**src/rtl/srp_pkg.sv**
```systemverilog
package srp_pkg;
  typedef enum logic [1:0] {PH_CMD, PH_WR, PH_RD} phase_e;

  localparam int unsigned CMD_BITS  = 8;
  localparam int unsigned FRAME_MAX = 24;
  localparam int unsigned CNT_W     = 5;

  // width code: 0 = 8 bits, 1 = 12 bits, 2 = 16 bits, 3 = 24 bits
  function automatic logic [CNT_W-1:0] code_data_bits(input logic [1:0] code);
    case (code)
      2'd0:    return CNT_W'(8);
      2'd1:    return CNT_W'(12);
      2'd2:    return CNT_W'(16);
      default: return CNT_W'(24);
    endcase
  endfunction

  function automatic logic [CNT_W-1:0] code_frame_bits(input logic [1:0] code);
    case (code)
      2'd0:    return CNT_W'(8);
      2'd1:    return CNT_W'(16);
      2'd2:    return CNT_W'(16);
      default: return CNT_W'(24);
    endcase
  endfunction
endpackage

```
**src/rtl/srp_edge_sync.sv**
```systemverilog
module srp_edge_sync (
  input  logic clk,
  input  logic rst_n,
  input  logic sclk,
  input  logic cs_n,
  input  logic sdi,
  output logic sclk_rise,
  output logic sclk_fall,
  output logic selected,
  output logic bit_in
);
  logic sclk_d, sclk_p, cs_d, sdi_d;

  always_ff @(posedge clk or negedge rst_n) begin
    if (!rst_n) begin
      sclk_d <= 1'b0;
      sclk_p <= 1'b0;
      cs_d   <= 1'b1;
      sdi_d  <= 1'b0;
    end else begin
      sclk_d <= sclk;
      sclk_p <= sclk_d;
      cs_d   <= cs_n;
      sdi_d  <= sdi;
    end
  end

  assign selected  = ~cs_d;
  assign sclk_rise = selected &  sclk_d & ~sclk_p;
  assign sclk_fall = selected & ~sclk_d &  sclk_p;
  assign bit_in    = sdi_d;
endmodule

```
**src/rtl/srp_width_lut.sv**
```systemverilog
module srp_width_lut
  import srp_pkg::*;
#(
  parameter int unsigned ADDR_W = 5,
  parameter logic [(1<<ADDR_W)-1:0]   MAP_MASK = '1,
  parameter logic [2*(1<<ADDR_W)-1:0] WCODE    = '0
) (
  input  logic [ADDR_W-1:0]    addr,
  output logic                 mapped,
  output logic [CNT_W-1:0]     frame_bits,
  output logic [FRAME_MAX-1:0] data_mask
);
  localparam int unsigned NREG = 1 << ADDR_W;

  logic [1:0] code_tab [NREG];

  for (genvar a = 0; a < NREG; a++) begin : g_tab
    assign code_tab[a] = WCODE[2*a +: 2];
  end

  logic [1:0]       code;
  logic [CNT_W-1:0] dbits;

  assign code   = code_tab[addr];
  assign mapped = MAP_MASK[addr];
  assign dbits  = code_data_bits(code);

  always_comb begin
    if (mapped) begin
      frame_bits = code_frame_bits(code);
      data_mask  = (FRAME_MAX'(1) << dbits) - FRAME_MAX'(1);
    end else begin
      frame_bits = CNT_W'(8);
      data_mask  = '0;
    end
  end
endmodule

```
**src/rtl/srp_tx_shifter.sv**
```systemverilog
module srp_tx_shifter #(
  parameter int unsigned FRAME_W = 24,
  parameter int unsigned CW      = 5
) (
  input  logic               clk,
  input  logic               rst_n,
  input  logic               load,
  input  logic [FRAME_W-1:0] load_frame,
  input  logic [CW-1:0]      load_bits,
  input  logic               shift,
  input  logic               release_i,
  input  logic               abort,
  output logic               sdo_q,
  output logic               oe_q,
  output logic               empty
);
  logic [FRAME_W-1:0] sr;
  logic [CW-1:0]      left;

  always_ff @(posedge clk or negedge rst_n) begin
    if (!rst_n) begin
      sr    <= '0;
      left  <= '0;
      sdo_q <= 1'b0;
      oe_q  <= 1'b0;
    end else if (abort) begin
      left  <= '0;
      sdo_q <= 1'b0;
      oe_q  <= 1'b0;
    end else if (load) begin
      sr   <= load_frame;
      left <= load_bits;
    end else if (shift && left != '0) begin
      sdo_q <= sr[FRAME_W-1];
      sr    <= {sr[FRAME_W-2:0], 1'b0};
      left  <= left - CW'(1);
      oe_q  <= 1'b1;
    end else if (release_i) begin
      sdo_q <= 1'b0;
      oe_q  <= 1'b0;
    end
  end

  assign empty = (left == '0);

  // select high clears the shifter and the enable
  p_abort_quiet_r9: assert property (@(posedge clk) disable iff (!rst_n)
    abort |=> (!oe_q && empty));

  // the enable only turns on through a data shift
  p_oe_by_shift_r7: assert property (@(posedge clk) disable iff (!rst_n)
    $rose(oe_q) |-> $past(shift));
endmodule

```
**src/rtl/serreg_port.sv**
```systemverilog
module serreg_port
  import srp_pkg::*;
#(
  parameter int unsigned ADDR_W = 5,
  parameter logic [(1<<ADDR_W)-1:0]   MAP_MASK = 32'h00FF_FFFF,
  parameter logic [2*(1<<ADDR_W)-1:0] WCODE    = 64'hE4E4_E4E4_E4E4_E4E4
) (
  input  logic                 clk,
  input  logic                 rst_n,
  input  logic                 sclk,
  input  logic                 cs_n,
  input  logic                 sdi,
  output logic                 sdo,
  output logic                 sdo_oe,
  output logic [ADDR_W-1:0]    rd_addr,
  output logic                 rd_en,
  input  logic [FRAME_MAX-1:0] rd_data,
  output logic                 wr_en,
  output logic [ADDR_W-1:0]    wr_addr,
  output logic [FRAME_MAX-1:0] wr_data
);
  localparam int unsigned DW = FRAME_MAX;

  logic sclk_rise, sclk_fall, selected, bit_in;

  srp_edge_sync u_sync (
    .clk      (clk),
    .rst_n    (rst_n),
    .sclk     (sclk),
    .cs_n     (cs_n),
    .sdi      (sdi),
    .sclk_rise(sclk_rise),
    .sclk_fall(sclk_fall),
    .selected (selected),
    .bit_in   (bit_in)
  );

  phase_e                phase_q;
  logic [CMD_BITS-2:0]   cmd_sr;
  logic [CMD_BITS-1:0]   cmd_full;
  logic [CNT_W-1:0]      cnt_q;
  logic                  cmd_last, cmd_is_wr;

  assign cmd_full  = {cmd_sr, bit_in};
  assign cmd_is_wr = cmd_full[CMD_BITS-1];
  assign cmd_last  = (phase_q == PH_CMD) && sclk_fall && (cnt_q == CNT_W'(CMD_BITS-1));
  assign rd_addr   = cmd_full[ADDR_W-1:0];

  logic             lut_mapped;
  logic [CNT_W-1:0] lut_frame;
  logic [DW-1:0]    lut_mask;

  srp_width_lut #(
    .ADDR_W  (ADDR_W),
    .MAP_MASK(MAP_MASK),
    .WCODE   (WCODE)
  ) u_lut (
    .addr      (rd_addr),
    .mapped    (lut_mapped),
    .frame_bits(lut_frame),
    .data_mask (lut_mask)
  );

  // read snapshot, left-aligned inside the shifter
  logic [DW-1:0] snap, load_frame;
  logic          tx_load, tx_shift, tx_release, tx_sdo, tx_oe, tx_empty;

  assign snap       = rd_data & lut_mask;
  assign load_frame = snap << (CNT_W'(DW) - lut_frame);
  assign tx_load    = cmd_last && !cmd_is_wr;
  assign tx_shift   = sclk_rise && (phase_q == PH_RD);
  assign tx_release = sclk_fall && (phase_q == PH_RD) && tx_empty && tx_oe;
  assign rd_en      = tx_load && lut_mapped;

  srp_tx_shifter #(
    .FRAME_W(DW),
    .CW     (CNT_W)
  ) u_tx (
    .clk       (clk),
    .rst_n     (rst_n),
    .load      (tx_load),
    .load_frame(load_frame),
    .load_bits (lut_frame),
    .shift     (tx_shift),
    .release_i (tx_release),
    .abort     (!selected),
    .sdo_q     (tx_sdo),
    .oe_q      (tx_oe),
    .empty     (tx_empty)
  );

  assign sdo_oe = tx_oe & ~cs_n;
  assign sdo    = tx_sdo & sdo_oe;

  // write receive path
  logic [DW-2:0]     wr_sr;
  logic [DW-1:0]     wr_next, wr_mask_q;
  logic              wr_map_q, wr_en_q;
  logic [ADDR_W-1:0] wr_addr_q;
  logic [DW-1:0]     wr_data_q;

  assign wr_next = {wr_sr, bit_in};

  always_ff @(posedge clk or negedge rst_n) begin
    if (!rst_n) begin
      phase_q   <= PH_CMD;
      cmd_sr    <= '0;
      cnt_q     <= '0;
      wr_sr     <= '0;
      wr_mask_q <= '0;
      wr_map_q  <= 1'b0;
      wr_en_q   <= 1'b0;
      wr_addr_q <= '0;
      wr_data_q <= '0;
    end else begin
      wr_en_q <= 1'b0;
      if (!selected) begin
        phase_q <= PH_CMD;
        cnt_q   <= '0;
      end else begin
        case (phase_q)
          PH_CMD: if (sclk_fall) begin
            cmd_sr <= cmd_full[CMD_BITS-2:0];
            if (cmd_last) begin
              cnt_q     <= lut_frame;
              wr_sr     <= '0;
              wr_map_q  <= lut_mapped;
              wr_mask_q <= lut_mask;
              wr_addr_q <= rd_addr;
              phase_q   <= cmd_is_wr ? PH_WR : PH_RD;
            end else begin
              cnt_q <= cnt_q + CNT_W'(1);
            end
          end
          PH_WR: if (sclk_fall) begin
            wr_sr <= wr_next[DW-2:0];
            if (cnt_q == CNT_W'(1)) begin
              wr_en_q   <= wr_map_q;
              wr_data_q <= wr_next & wr_mask_q;
              cnt_q     <= '0;
              phase_q   <= PH_CMD;
            end else begin
              cnt_q <= cnt_q - CNT_W'(1);
            end
          end
          PH_RD: if (tx_release) begin
            cnt_q   <= '0;
            phase_q <= PH_CMD;
          end
          default: phase_q <= PH_CMD;
        endcase
      end
    end
  end

  assign wr_en   = wr_en_q;
  assign wr_addr = wr_addr_q;
  assign wr_data = wr_data_q;

  // command counter never passes the command length
  p_cmd_cnt_r1: assert property (@(posedge clk) disable iff (!rst_n)
    (phase_q == PH_CMD) |-> (cnt_q < CNT_W'(CMD_BITS)));

  // output only enabled in the read data phase
  p_oe_in_read_r7: assert property (@(posedge clk) disable iff (!rst_n)
    sdo_oe |-> (phase_q == PH_RD));

  // write strobe lasts one cycle
  p_wr_single_r4: assert property (@(posedge clk) disable iff (!rst_n)
    wr_en |=> !wr_en);

  // no strobe to an unmapped address
  p_wr_mapped_r10: assert property (@(posedge clk) disable iff (!rst_n)
    wr_en |-> MAP_MASK[wr_addr]);

  // committed data fits the register width
  p_wr_fits_r3: assert property (@(posedge clk) disable iff (!rst_n)
    wr_en |-> ((wr_data >> code_data_bits(WCODE[2*wr_addr +: 2])) == '0));

  // snapshot strobe is followed by the read data phase
  p_rd_enters_r5: assert property (@(posedge clk) disable iff (!rst_n)
    rd_en |=> (phase_q == PH_RD));
endmodule

```
**config.mk**
```make
export PLATFORM = sky130hd
export DESIGN_NAME = serreg_port
export DESIGN_NICKNAME = d
export VERILOG_FILES = /design/src/rtl/srp_pkg.sv /design/src/rtl/srp_edge_sync.sv /design/src/rtl/srp_width_lut.sv /design/src/rtl/srp_tx_shifter.sv /design/src/rtl/serreg_port.sv
export SDC_FILE = /design/constraint.sdc
export NUM_CORES = 1
export LEC_CHECK = 0
export ABC_AREA = 1
export BUFFER_PORTS_ARGS = -buffer_cell sky130_fd_sc_hd__buf_2
export CAP_MARGIN = 0
export CORE_ASPECT_RATIO = 0.7
export CORE_UTILIZATION = 58
export CTS_BUF_LIST = sky130_fd_sc_hd__clkbuf_8 sky130_fd_sc_hd__clkbuf_16
export CTS_CLUSTER_DIAMETER = 150
export DETAILED_ROUTE_END_ITERATION = 6
export GPL_TIMING_DRIVEN = 0
export PLACE_DENSITY = 0.8
export SYNTH_ARGS = -nofsm -noshare
export SYNTH_HDL_FRONTEND = slang
export SYNTH_SLANG_ARGS = --single-unit
```
**constraint.sdc**
```tcl
create_clock -name clk -period 2.4 [get_ports clk]
set_clock_uncertainty 0.1 [all_clocks]
set_input_delay 0.48 -clock clk [delete_from_list [all_inputs] [get_ports clk]]
set_output_delay 0.48 -clock clk [all_outputs]
set_load 0.01 [all_outputs]
```
==> impl_results.md <==
* Crit end category: primary output
* DRT Pass-1 Iters at 6
* Layout area overhead at 15.0%
* Comb power frac at 13.2%
* Synthesized flop and latch total at 107
* Switch share at 27.9%
* Fin. max-slew vios at 0
* Post-layout nets at 807
* Synth top area share at 48.1%
* Clk buf depth at 2
* DR iter-0 viols at 469
* Setup violators final at 0
* Area of the multi-input gates at 2400 sq um
* Core Util, Final at 69.4%
* Skew-Pair Late Insertion Delay at 350 ps
* WL final at 14.0 mm
* Syn Nets at 729
* Crit-path cells: inv_1, ha_2, nand2_4, nor2_8, nand3_4, nor2_1, buf_2
* Flop pwr share at 48.6%
* Clk sinks at 107
* Post-synthesis sequential area ratio at 48.6%
* Gr usage total at 30.2%
* Die Ht at 83.6 um
* Adder-cell share of the synthesized area at 2.50%
* Flip-flop and latch area at 2680 sq um
* Clock power frac at 38.2%
* Psw at 0.00110 W
* Compound-Gate Fraction of Synth Area at 10.2%
* CP Max Fanout at 6
* Most common cell after layout, fill and taps aside: nand2_1
* Remaining Overflow, GRT at 0
* Initial antenna violation count at 0
* Fillers at 782
* Row cnt at 29
* Arr. time, crit path at 1680 ps
* Post-Synthesis Cells at 689
* TritonCTS clock tree: yes
* Port Buf Inserts at 66
* Starting Density at 60.3%
* RSZ-0062 raised after global routing: no
* Mux cell area share after synthesis at 0%
* Top post-synthesis cells by area: dfrtp_1, nand2_1, nand3_1
* R2r worst-path depth at 9
* Levels on crit path at 7
* Hpwl dp at 10.1 mm
* Worst setup SP type: flop
* FF-to-FF setup slack at 150 ps
* # hold bufs at CTS at 0
* Status: completed
* Antenna Violating Nets Remaining at 0
* Worst-margin pin slew at 644 ps
* Mean post-synth cell area at 8.00 sq um
* Leak pwr at 3.41 nW
* Type of the worst setup path: reg -> out
* Crit path max-delay cell type: dfrtp_1
* Post-DP Area at 6030 sq um
* Max_cap viols at 0
* Number of global-route vias before repair at 4803
* DR WL/cell at 15.6 um
* Top delay family on crit path: simple AND/OR/NAND/NOR gates
* Yosys top cell by area: dfrtp_1
* CP required at 1820 ps
* Int Power at 0.00285 W
* WP buf/inv at 2
* Max IR drop VDD at 0.462 mV
* First-pass GRT wire length at 23.5 mm
* Share of layout cells above drive strength 1 at 17.6%
* Die width at 119 um
* Final non-filler cell total at 896
* Post-synthesis xor/xnor area fraction at 0.477%
* Period utilization at 94.1%
* Worst rel slew slack at 57.1%
* Number of H-tree levels at 3
* Largest net degree at the start of global routing at 60
* Cts bufs inserted at 9
* Reg-to-Reg Start: cmd_sr[0]
* R2r endpoint: u_tx.sr[7]
* Placed insts at 880
* Simple-gate share of the synthesized area at 30.3%
* GPL Wtd Cong at 0.941
* Max frequency at 0.443 GHz
* Final Hold Vio Count at 0
* Most frequent cells in the layout: nand2_1, dfrtp_1, nand3_1
* Routed vias/inst at 5.59
* Largest family of logic cells by synthesized area: simple AND/OR/NAND/NOR gates
* Core Area at 9140 sq um
* Post-route DRC at 0
* Pwr per Cell Area at 624 nW/um^2
* Vias at 5009
* Syn. warnings at 0
* Root Buffer: clkbuf_16
* Finished Cell Area at 6340 sq um
* Setup Total Neg Slack at 0 ps
* Clock transition at path regs at 70 ps
* Top Ports at 67
* Antenna Cells at 0
* Crit-path max cell delay at 400 ps
* Die area at 9910 sq um
* Yosys cell types at 33
* Min cycle time layout at 2260 ps
* Hold Path Class: in -> async
* Mapped Area at 5510 sq um
-- layout make-up --
type	count	area share [%]
Buffer	36	3.67
Sequential cell	107	42.3
Timing Repair Buffer	68	5.80
Tap cell	124	2.45
Inverter	53	3.21
Clock buffer	9	3.55
Clock inverter	7	1.22
Multi-Input combinational cell	492	37.8
-- metrics by stage --
step | worst slack, ps | total power (W) | hold slack, ps
after global placement | -387 | 0.00243 | 294
after CTS | 33.0 | 0.00397 | 77.5
final | 142 | 0.00396 | 54.5
after floorplan | 387 | 0.00227 | 84.4
after detailed placement | 47.6 | 0.00246 | 309
after global routing | 31.3 | 0.00412 | 106
-- worst max path at each step --
stage | start | endpoint | slack (ps)
after global placement | rst_n | cmd_sr[4] | -390
after detailed placement | u_sync.bit_in | u_tx.sr[14] | 50
after global routing | phase_q[0] | rd_en | 30
after CTS | u_sync.bit_in | u_tx.sr[14] | 30
after floorplan | phase_q[0] | rd_en | 390
final | phase_q[0] | rd_en | 140
-- synthesized netlist by cell type --
library cell    n
nand2_4         4
o21ai_1        10
nor3_1          3
o21ai_0        75
o31ai_4         1
buf_1           2
or2_2           2
inv_4           1
xnor2_1         1
inv_1          49
buf_2           7
nor3b_1         1
dfrtp_1       106
nor2_8          2
xor2_1          2
buf_6           7
nand2_2         3
buf_4          10
nor2_1         24
inv_2           3
nor2_4          2
nor2_2          2
nand3_1        97
nor3_2          1
dfstp_2         1
clkbuf_1       11
nand3_4         1
nand2_1       224
nand4_1         5
ha_1           11
a21oi_1        14
o211ai_1        6
nand4_4         1
-- registers in the layout, summed over array words and instances (netlist names) --
signal / cells
wr_sr: 23
u_tx.oe_q: 1
u_sync.cs_d: 1
cnt_q: 5
wr_addr: 5
u_tx.sdo_q: 1
phase_q: 2
u_sync.sclk_d: 1
wr_mask_q: 4
u_tx.left: 5
cmd_sr: 7
u_tx.sr: 24
wr_map_q: 1
wr_data: 24
u_sync.bit_in: 1
wr_en: 1
u_sync.sclk_p: 1
-- routing by layer --
metal  part of all wire (%)  GRT usage, %
met1                     47          44.9
met4                    1.8          9.55
met3                    7.8          6.69
met5                      0             0
met2                     43          43.9
-- cell families (layout without fill, tap and decap cells) --
kind of cell	after synthesis	count (layout)
AO/OA/AOI/OAI	106	106
XOR/XNOR	3	3
adder cells (fa/ha/maj)	11	11
buffers and inverters	90	173
flip-flops	107	107
AND/OR/NAND/NOR	372	372
-- power by group through the flow --
stage          sequential (W)  combinational, W  clock, W
2_1_floorplan         0.00194          0.000326         0
3_3_place_gp          0.00195          0.000482         0
3_5_place_dp          0.00196          0.000506         0
4_1_cts               0.00192          0.000509   0.00153
5_1_grt               0.00193          0.000583   0.00160
6_report              0.00192          0.000520   0.00151
-- repair_timing --
action                                  CTS  global route
gates resized for setup                   3             3
endpoints found under the setup margin    1            15
buffers inserted                          1             0
Note: power is estimated with default switching activity, not from simulation.
